**src/rtl/phy_seq_pkg.sv**
```systemverilog
package phy_seq_pkg;

  typedef enum logic [3:0] {
    S_IDLE,
    S_PDB_LO,
    S_DLL_LO,
    S_SETTLE,
    S_CAL_WAIT,
    S_FSEL,
    S_DLL_ON,
    S_LOCK_WAIT
  } seq_state_t;

  // Strobes from control to datapath, one bit per datapath action
  typedef struct packed {
    logic latchReq;
    logic applyOn;
    logic pdbLow;
    logic dllLow;
    logic loadSettle;
    logic pdbHigh;
    logic loadCal;
    logic selFreq;
    logic dllHigh;
    logic loadLock;
    logic dec;
    logic doneP;
    logic errCal;
    logic errLock;
  } seq_strobe_t;

  localparam logic [1:0] ERR_NONE = 2'd0;
  localparam logic [1:0] ERR_CAL  = 2'd1;
  localparam logic [1:0] ERR_LOCK = 2'd2;

  localparam logic [1:0] BAND_200M = 2'd0;
  localparam logic [1:0] BAND_50M  = 2'd1;
  localparam logic [1:0] BAND_100M = 2'd2;
  localparam logic [1:0] BAND_150M = 2'd3;

  localparam logic [3:0] TAP_SEL_INIT = 4'd4;

endpackage

```
**src/rtl/phy_seq_ctrl.sv**
```systemverilog
module phy_seq_ctrl
  import phy_seq_pkg::*;
(
  input  logic        clk,
  input  logic        rstN,
  input  logic        reqOn,
  input  logic        reqOff,
  input  logic        calDone,
  input  logic        dllReady,
  input  logic        timerZero,
  input  logic        rateZero,
  output seq_strobe_t strb,
  output logic        busy
);

  seq_state_t state, nextState;
  logic offQ;

  always_ff @(posedge clk or negedge rstN) begin
    if (!rstN) begin
      state <= S_IDLE;
      offQ  <= 1'b0;
    end else begin
      state <= nextState;
      if (state == S_IDLE && (reqOn || reqOff)) offQ <= !reqOn;
    end
  end

  always_comb begin
    strb      = '0;
    nextState = state;
    unique case (state)
      S_IDLE: begin
        if (reqOn || reqOff) begin
          strb.latchReq = 1'b1;
          strb.applyOn  = reqOn;
          nextState     = S_PDB_LO;
        end
      end
      S_PDB_LO: begin
        strb.pdbLow = 1'b1;
        nextState   = S_DLL_LO;
      end
      S_DLL_LO: begin
        strb.dllLow = 1'b1;
        if (offQ) begin
          strb.doneP = 1'b1;
          nextState  = S_IDLE;
        end else begin
          strb.loadSettle = 1'b1;
          nextState       = S_SETTLE;
        end
      end
      S_SETTLE: begin
        if (timerZero) begin
          strb.pdbHigh = 1'b1;
          strb.loadCal = 1'b1;
          nextState    = S_CAL_WAIT;
        end else begin
          strb.dec = 1'b1;
        end
      end
      S_CAL_WAIT: begin
        if (calDone) begin
          nextState = S_FSEL;
        end else if (timerZero) begin
          strb.errCal = 1'b1;
          nextState   = S_IDLE;
        end else begin
          strb.dec = 1'b1;
        end
      end
      S_FSEL: begin
        strb.selFreq = 1'b1;
        nextState    = S_DLL_ON;
      end
      S_DLL_ON: begin
        strb.dllHigh = 1'b1;
        if (rateZero) begin
          strb.doneP = 1'b1;
          nextState  = S_IDLE;
        end else begin
          strb.loadLock = 1'b1;
          nextState     = S_LOCK_WAIT;
        end
      end
      S_LOCK_WAIT: begin
        if (dllReady) begin
          strb.doneP = 1'b1;
          nextState  = S_IDLE;
        end else if (timerZero) begin
          strb.errLock = 1'b1;
          nextState    = S_IDLE;
        end else begin
          strb.dec = 1'b1;
        end
      end
      default: nextState = S_IDLE;
    endcase
  end

  assign busy = (state != S_IDLE);

  AST_BUSY_HOLDS_KIND: assert property (@(posedge clk) disable iff (!rstN)
    (state != S_IDLE) |=> $stable(offQ));

  AST_OFF_ENDS_EARLY: assert property (@(posedge clk) disable iff (!rstN)
    (state == S_DLL_LO && offQ) |=> (state == S_IDLE));

  AST_CAL_EXIT: assert property (@(posedge clk) disable iff (!rstN)
    (state == S_CAL_WAIT && !calDone && timerZero) |=> (state == S_IDLE));

endmodule

```
**src/rtl/phy_seq_dpath.sv**
```systemverilog
module phy_seq_dpath
  import phy_seq_pkg::*;
#(
  parameter int RATE_W     = 32,
  parameter int CYC_PER_US = 100,
  parameter int SETTLE_US  = 3,
  parameter int CAL_US     = 50,
  parameter int LOCK_US    = 50000
) (
  input  logic              clk,
  input  logic              rstN,
  input  seq_strobe_t       strb,
  input  logic [RATE_W-1:0] rateHz,
  input  logic [2:0]        driveCode,
  output logic              timerZero,
  output logic              rateZero,
  output logic              pdb,
  output logic              dllEn,
  output logic [1:0]        freqSel,
  output logic [2:0]        driveStrength,
  output logic              tapDlyEn,
  output logic [3:0]        tapDlySel,
  output logic              done,
  output logic              err,
  output logic [1:0]        errCode,
  output logic              rateWarn
);

  localparam int SETTLE_CYC = (SETTLE_US * CYC_PER_US < 1) ? 1 : SETTLE_US * CYC_PER_US;
  localparam int CAL_CYC    = (CAL_US * CYC_PER_US < 1) ? 1 : CAL_US * CYC_PER_US;
  localparam int LOCK_CYC   = (LOCK_US * CYC_PER_US < 1) ? 1 : LOCK_US * CYC_PER_US;
  localparam int MAX_CYC    = (LOCK_CYC > CAL_CYC) ?
                              ((LOCK_CYC > SETTLE_CYC) ? LOCK_CYC : SETTLE_CYC) :
                              ((CAL_CYC > SETTLE_CYC) ? CAL_CYC : SETTLE_CYC);
  localparam int TMR_W      = $clog2(MAX_CYC + 1);

  localparam logic [RATE_W-1:0] HZ_15M  = RATE_W'(15_000_000);
  localparam logic [RATE_W-1:0] HZ_50M  = RATE_W'(50_000_000);
  localparam logic [RATE_W-1:0] HZ_75M  = RATE_W'(75_000_000);
  localparam logic [RATE_W-1:0] HZ_100M = RATE_W'(100_000_000);
  localparam logic [RATE_W-1:0] HZ_125M = RATE_W'(125_000_000);
  localparam logic [RATE_W-1:0] HZ_150M = RATE_W'(150_000_000);
  localparam logic [RATE_W-1:0] HZ_175M = RATE_W'(175_000_000);
  localparam logic [RATE_W-1:0] HZ_200M = RATE_W'(200_000_000);

  logic [TMR_W-1:0]  timer;
  logic [1:0]        bandNext, bandQ;
  logic [RATE_W-1:0] target, diff;
  logic              warnNext, rateZeroQ;

  // Band lookup on the live rate; it is latched when a request is accepted
  always_comb begin
    if (rateHz == '0) begin
      bandNext = BAND_200M;
      target   = HZ_200M;
    end else if (rateHz < HZ_75M) begin
      bandNext = BAND_50M;
      target   = HZ_50M;
    end else if (rateHz < HZ_125M) begin
      bandNext = BAND_100M;
      target   = HZ_100M;
    end else if (rateHz < HZ_175M) begin
      bandNext = BAND_150M;
      target   = HZ_150M;
    end else begin
      bandNext = BAND_200M;
      target   = HZ_200M;
    end
    diff     = (rateHz > target) ? (rateHz - target) : (target - rateHz);
    warnNext = ((rateHz > HZ_50M) && (diff > HZ_15M)) || (rateHz > HZ_200M);
  end

  always_ff @(posedge clk or negedge rstN) begin
    if (!rstN) begin
      timer <= '0;
    end else if (strb.loadSettle) begin
      timer <= TMR_W'(SETTLE_CYC - 1);
    end else if (strb.loadCal) begin
      timer <= TMR_W'(CAL_CYC - 1);
    end else if (strb.loadLock) begin
      timer <= TMR_W'(LOCK_CYC - 1);
    end else if (strb.dec && timer != '0) begin
      timer <= timer - 1'b1;
    end
  end

  assign timerZero = (timer == '0);
  assign rateZero  = rateZeroQ;

  always_ff @(posedge clk or negedge rstN) begin
    if (!rstN) begin
      bandQ         <= BAND_200M;
      rateZeroQ     <= 1'b0;
      rateWarn      <= 1'b0;
      driveStrength <= '0;
      tapDlyEn      <= 1'b0;
      tapDlySel     <= '0;
      pdb           <= 1'b0;
      dllEn         <= 1'b0;
      freqSel       <= BAND_200M;
      done          <= 1'b0;
      err           <= 1'b0;
      errCode       <= ERR_NONE;
    end else begin
      done <= strb.doneP;
      if (strb.latchReq) begin
        bandQ     <= bandNext;
        rateZeroQ <= (rateHz == '0);
        rateWarn  <= strb.applyOn & warnNext;
        err       <= 1'b0;
        errCode   <= ERR_NONE;
      end
      if (strb.applyOn) begin
        driveStrength <= driveCode;
        tapDlyEn      <= 1'b1;
        tapDlySel     <= TAP_SEL_INIT;
      end
      if (strb.pdbLow)  pdb     <= 1'b0;
      if (strb.pdbHigh) pdb     <= 1'b1;
      if (strb.dllLow)  dllEn   <= 1'b0;
      if (strb.dllHigh) dllEn   <= 1'b1;
      if (strb.selFreq) freqSel <= bandQ;
      if (strb.errCal) begin
        err     <= 1'b1;
        errCode <= ERR_CAL;
      end
      if (strb.errLock) begin
        err     <= 1'b1;
        errCode <= ERR_LOCK;
      end
    end
  end

  AST_PDB_UP_DLL_DOWN: assert property (@(posedge clk) disable iff (!rstN)
    $rose(pdb) |-> !dllEn);

  AST_DLL_UP_PDB_UP: assert property (@(posedge clk) disable iff (!rstN)
    $rose(dllEn) |-> pdb);

  AST_DLL_UP_BAND_SET: assert property (@(posedge clk) disable iff (!rstN)
    $rose(dllEn) |-> (freqSel == bandQ));

  AST_DONE_CLEAN: assert property (@(posedge clk) disable iff (!rstN)
    done |-> !err);

  AST_ERR_HAS_CODE: assert property (@(posedge clk) disable iff (!rstN)
    err |-> (errCode != ERR_NONE));

endmodule

```
**src/rtl/phy_pwr_seq.sv**
```systemverilog
module phy_pwr_seq
  import phy_seq_pkg::*;
#(
  parameter int RATE_W     = 32,
  parameter int CYC_PER_US = 100,
  parameter int SETTLE_US  = 3,
  parameter int CAL_US     = 50,
  parameter int LOCK_US    = 50000
) (
  input  logic              clk,
  input  logic              rstN,
  input  logic              reqOn,
  input  logic              reqOff,
  input  logic [RATE_W-1:0] rateHz,
  input  logic [2:0]        driveCode,
  input  logic              calDone,
  input  logic              dllReady,
  output logic              pdb,
  output logic              dllEn,
  output logic [1:0]        freqSel,
  output logic [2:0]        driveStrength,
  output logic              tapDlyEn,
  output logic [3:0]        tapDlySel,
  output logic              busy,
  output logic              done,
  output logic              err,
  output logic [1:0]        errCode,
  output logic              rateWarn
);

  seq_strobe_t strb;
  logic timerZero, rateZero;

  phy_seq_ctrl uCtrl (
    .clk       (clk),
    .rstN      (rstN),
    .reqOn     (reqOn),
    .reqOff    (reqOff),
    .calDone   (calDone),
    .dllReady  (dllReady),
    .timerZero (timerZero),
    .rateZero  (rateZero),
    .strb      (strb),
    .busy      (busy)
  );

  phy_seq_dpath #(
    .RATE_W     (RATE_W),
    .CYC_PER_US (CYC_PER_US),
    .SETTLE_US  (SETTLE_US),
    .CAL_US     (CAL_US),
    .LOCK_US    (LOCK_US)
  ) uDpath (
    .clk           (clk),
    .rstN          (rstN),
    .strb          (strb),
    .rateHz        (rateHz),
    .driveCode     (driveCode),
    .timerZero     (timerZero),
    .rateZero      (rateZero),
    .pdb           (pdb),
    .dllEn         (dllEn),
    .freqSel       (freqSel),
    .driveStrength (driveStrength),
    .tapDlyEn      (tapDlyEn),
    .tapDlySel     (tapDlySel),
    .done          (done),
    .err           (err),
    .errCode       (errCode),
    .rateWarn      (rateWarn)
  );

endmodule

```
**config.mk**
```make
export PLATFORM = sky130hd
export DESIGN_NAME = phy_pwr_seq
export DESIGN_NICKNAME = d
export VERILOG_FILES = /design/src/rtl/phy_seq_pkg.sv /design/src/rtl/phy_seq_ctrl.sv /design/src/rtl/phy_seq_dpath.sv /design/src/rtl/phy_pwr_seq.sv
export SDC_FILE = /design/constraint.sdc
export NUM_CORES = 1
export LEC_CHECK = 0
export ABC_AREA = 1
export BUFFER_PORTS_ARGS = -buffer_cell sky130_fd_sc_hd__buf_2
export CAP_MARGIN = 10
export CORE_ASPECT_RATIO = 0.7
export CORE_MARGIN = 4
export CORE_UTILIZATION = 35
export DETAILED_ROUTE_END_ITERATION = 10
export GPL_TIMING_DRIVEN = 0
export PLACE_DENSITY_LB_ADDON = 0.05
export REMOVE_ABC_BUFFERS = 1
export SYNTH_ARGS = -nofsm -noshare
export SYNTH_HDL_FRONTEND = slang
export SYNTH_SLANG_ARGS = --single-unit
```
**constraint.sdc**
```tcl
create_clock -name clk -period 2.4 [get_ports clk]
set_input_delay 0.48 -clock clk [delete_from_list [all_inputs] [get_ports clk]]
set_output_delay 0.48 -clock clk [all_outputs]
set_load 0.02 [all_outputs]
```
==> results.json <==
{
  "place_ws_ns": -2.89,
  "area_growth_pct": 34.5,
  "critPathKind": "in2reg",
  "drcViolationCount": 0,
  "clk_path_buf_depth": 2,
  "power.share.clock_pct": 24.9,
  "drt-initial-drc-count": 722,
  "power_density_mw_per_mm2": 383,
  "die_width_um": 160,
  "syn_area_mm2": 0.00565,
  "crit_path_max_fanout": 5,
  "ys_warn_count": 0,
  "rows": 38,
  "grt_max_degree": 45,
  "r2r_cells": 13,
  "wl_per_cell_um": 17.2,
  "clk_latency_ns": 0.29,
  "vias": 6687,
  "ys_types": 55,
  "layout_common_cells": "nand2_1 (215), inv_1 (134), nor2_1 (101)",
  "violations": "setup timing",
  "cts_tree": "done",
  "grt-ovfl-total": 0,
  "seq_area_frac_synth_pct": 19.5,
  "grt_pass1_wl_um": 33200,
  "ios": 59,
  "critical-path-slowest-cell": "fa_2",
  "pwr-share-seq_pct": 31.4,
  "h-tree-depth": 2,
  "required_ns": 2.59,
  "rsz0062_at_grt": "yes",
  "switchingPower_uw": 1200,
  "crit-reg2reg-launch": "uDpath.timer[9]",
  "die_y_um": 114,
  "period_share_pct": 163,
  "internal_power_uw": 1710,
  "fin_nets": 1142,
  "ys_async_sr_fraction_pct": 100,
  "multi_input_area_mm2": 0.00461,
  "postSynthAreaPerCell_um2": 5.89,
  "synth_edf_count": 0,
  "io_buffers": 55,
  "antenna_found_initial": 0,
  "peakVddDrop_mv": 0.352,
  "grt.total_usage_pct": 22.9,
  "cts_made_buffers": 5,
  "combPwrFrac_pct": 43.7,
  "clock-sinks": 44,
  "cp_slowest_stage_delay_ns": 0.38,
  "ys.flop_type": "dfrtp_1",
  "ys_ff_latch": 44,
  "stdcell_area_mm2": 0.00759,
  "cp.arrival_ns": 4.10,
  "sw_frac_of_total_pct": 41.3,
  "antenna_cells": 0,
  "r2r_end": "uDpath.timer[11]",
  "worst_setup_path_start_kind": "input pin",
  "drv_cap": 0,
  "min_period_ns": 3.91,
  "r2r_slack_ns": 0.09,
  "cts_root_buf": "clkbuf_16",
  "via_per_inst": 5.26,
  "fin_skew_ns": 0.00350,
  "maxSlewHeadroom_pct": 30.6,
  "drt-total-wl_um": 21900,
  "die_area_mm2": 0.0183,
  "synthCells": 958,
  "cpMostUsedCell": "nand2_2",
  "status": "finished with violations",
  "place_area_mm2": 0.00610,
  "drtPass1Iterations": 5,
  "setup_viol": 1,
  "grt_pass1_vias": 5716,
  "core_mm2": 0.0156,
  "fin_ws_ns": -1.51,
  "start_util_pct": 36.1,
  "nFillCells": 1689,
  "p_leak_uw": 0.00370,
  "drtAntennaViolNets": 0,
  "cp-end-kind": "flop",
  "place_congestion": 0.957,
  "drive_gt1_share_pct": 28.4,
  "hpwlAfterDp_um": 17200,
  "seq_area_mm2": 0.00110,
  "cts.clk_slew.worst_paths_ns": 0.06,
  "layout_commonest_cell": "nand2_1",
  "slew_viol_final": 0,
  "hold_violations": 0,
  "worstMarginPinSlew_ns": 1.04,
  "max_freq_mhz": 256,
  "min_path_type": "in2async"
}
metal layers:
layer / up-vias / share of wire (%) / track usage, %
met5: - / 0 / 0
met4: 0 / 0.43 / 2.06
met3: 12 / 11 / 6.84
met2: 273 / 34 / 26.7
met1: 3068 / 54 / 39.7
li1: 3334 / - / -
cell families after synthesis:
| kind of cell | synth area share (%) |
|---|---|
| flops | 19.5 |
| compound gates | 16.3 |
| fa+ha+maj | 6.78 |
| xor+xnor | 3.26 |
| buf+inv | 12.3 |
| simple gates | 41.8 |
| other cells | 0.0664 |
state kept, by name (all words and copies together) (netlist names):
register              count
uDpath.tapDlySel          1
uCtrl.offQ                1
uDpath.bandQ              2
uDpath.dllEn              1
uDpath.err                1
uDpath.driveStrength      3
uDpath.rateWarn           1
uDpath.done               1
uDpath.rateZero           1
uDpath.timer             23
uDpath.freqSel            2
uCtrl.state               4
uDpath.errCode            2
uDpath.pdb                1
metrics by stage:
| step | hold WS [ns] | std cells | TNS (ns) | total power, µW | util (%) |
|---|---|---|---|---|---|
| global placement | 0.465 | 1205 | -5.16 | 1950 | 39.0 |
| finish | 0.367 | 1272 | -1.51 | 2910 | 48.5 |
| global route | 0.389 | 1272 | -1.91 | 3110 | 48.5 |
| floorplan | 0.184 | 950 | -1.45 | 1620 | - |
| detailed placement | 0.456 | 1205 | -4.88 | 1940 | 39.0 |
| CTS | 0.382 | 1235 | -1.60 | 2760 | 43.8 |
synthesized netlist by cell type (3+ instances only):
library cell / n / share of area [%]
nand3_1: 59 / 5.2
dfrtp_1: 44 / 20
o21ai_1: 7 / 0.62
o211ai_1: 4 / 0.53
a31oi_1: 8 / 0.89
inv_1: 150 / 10
or2_2: 3 / 0.33
nor2_4: 5 / 1.0
o31ai_1: 4 / 0.53
nand2_4: 4 / 0.80
buf_2: 3 / 0.27
nor3_1: 21 / 1.9
buf_4: 7 / 0.93
nand2_1: 254 / 17
ha_1: 29 / 6.4
inv_2: 11 / 0.73
xnor2_1: 3 / 0.47
xor2_1: 18 / 2.8
o21a_1: 4 / 0.53
nand2_2: 6 / 0.66
a21oi_1: 53 / 4.7
nor4_1: 9 / 1.0
a211oi_1: 4 / 0.53
nand3_2: 5 / 0.89
nand3b_1: 5 / 0.66
o21ai_0: 45 / 4.0
nand4_1: 17 / 1.9
a21o_1: 3 / 0.40
o22ai_1: 3 / 0.33
nor2_1: 126 / 8.4
nor2_2: 12 / 1.3
worst max-delay path: cells and delay by family:
kind                     cells  cell delay (ns)
AO/OA/AOI/OAI                5             0.75
XOR/XNOR                     1             0.13
adder cells (fa/ha/maj)      2             0.52
buffers and inverters        6             0.57
AND/OR/NAND/NOR             20             1.62
power by group through the flow:
stage                     logic (µW)  clock network (µW)  registers [µW]
final                           1270                 723             914
after global routing            1400                 777             930
after CTS                       1120                 741             905
after detailed placement        1020                   0             917
after global placement          1030                   0             919
after floorplan                  695                   0             929
final cells by class:
cell class	instances	area share (%)
Multi-Input combinational cell	743	60.7
Sequential cell	44	14.5
Timing Repair Buffer	114	10.8
Inverter	163	8.67
Tap cell	200	3.30
Clock buffer	6	1.83
Clock inverter	2	0.198
repair_timing:
| action | CTS | global route |
|---|---|---|
| setup endpoints to repair | 15 | 19 |
| pin swaps | 31 | 58 |
| cloned | 0 | 1 |
| hold endpoints to repair | 0 | 0 |
| hold buffers | 0 | 0 |
| gates resized for setup | 110 | 108 |
| setup buffers | 22 | 36 |
how the worst max path moves through the flow:
stage	startpoint	slack [ns]	to
global route	rateHz[10]	-1.75	uDpath.rateWarn
floorplan	rateHz[10]	-1.45	uDpath.rateWarn
global placement	rateHz[31]	-2.98	uDpath.rateWarn
finish	rateHz[10]	-1.51	uDpath.rateWarn
detailed placement	rateHz[10]	-2.89	uDpath.rateWarn
CTS	rateHz[11]	-1.60	uDpath.rateWarn
(Power assumes the default switching activity.)
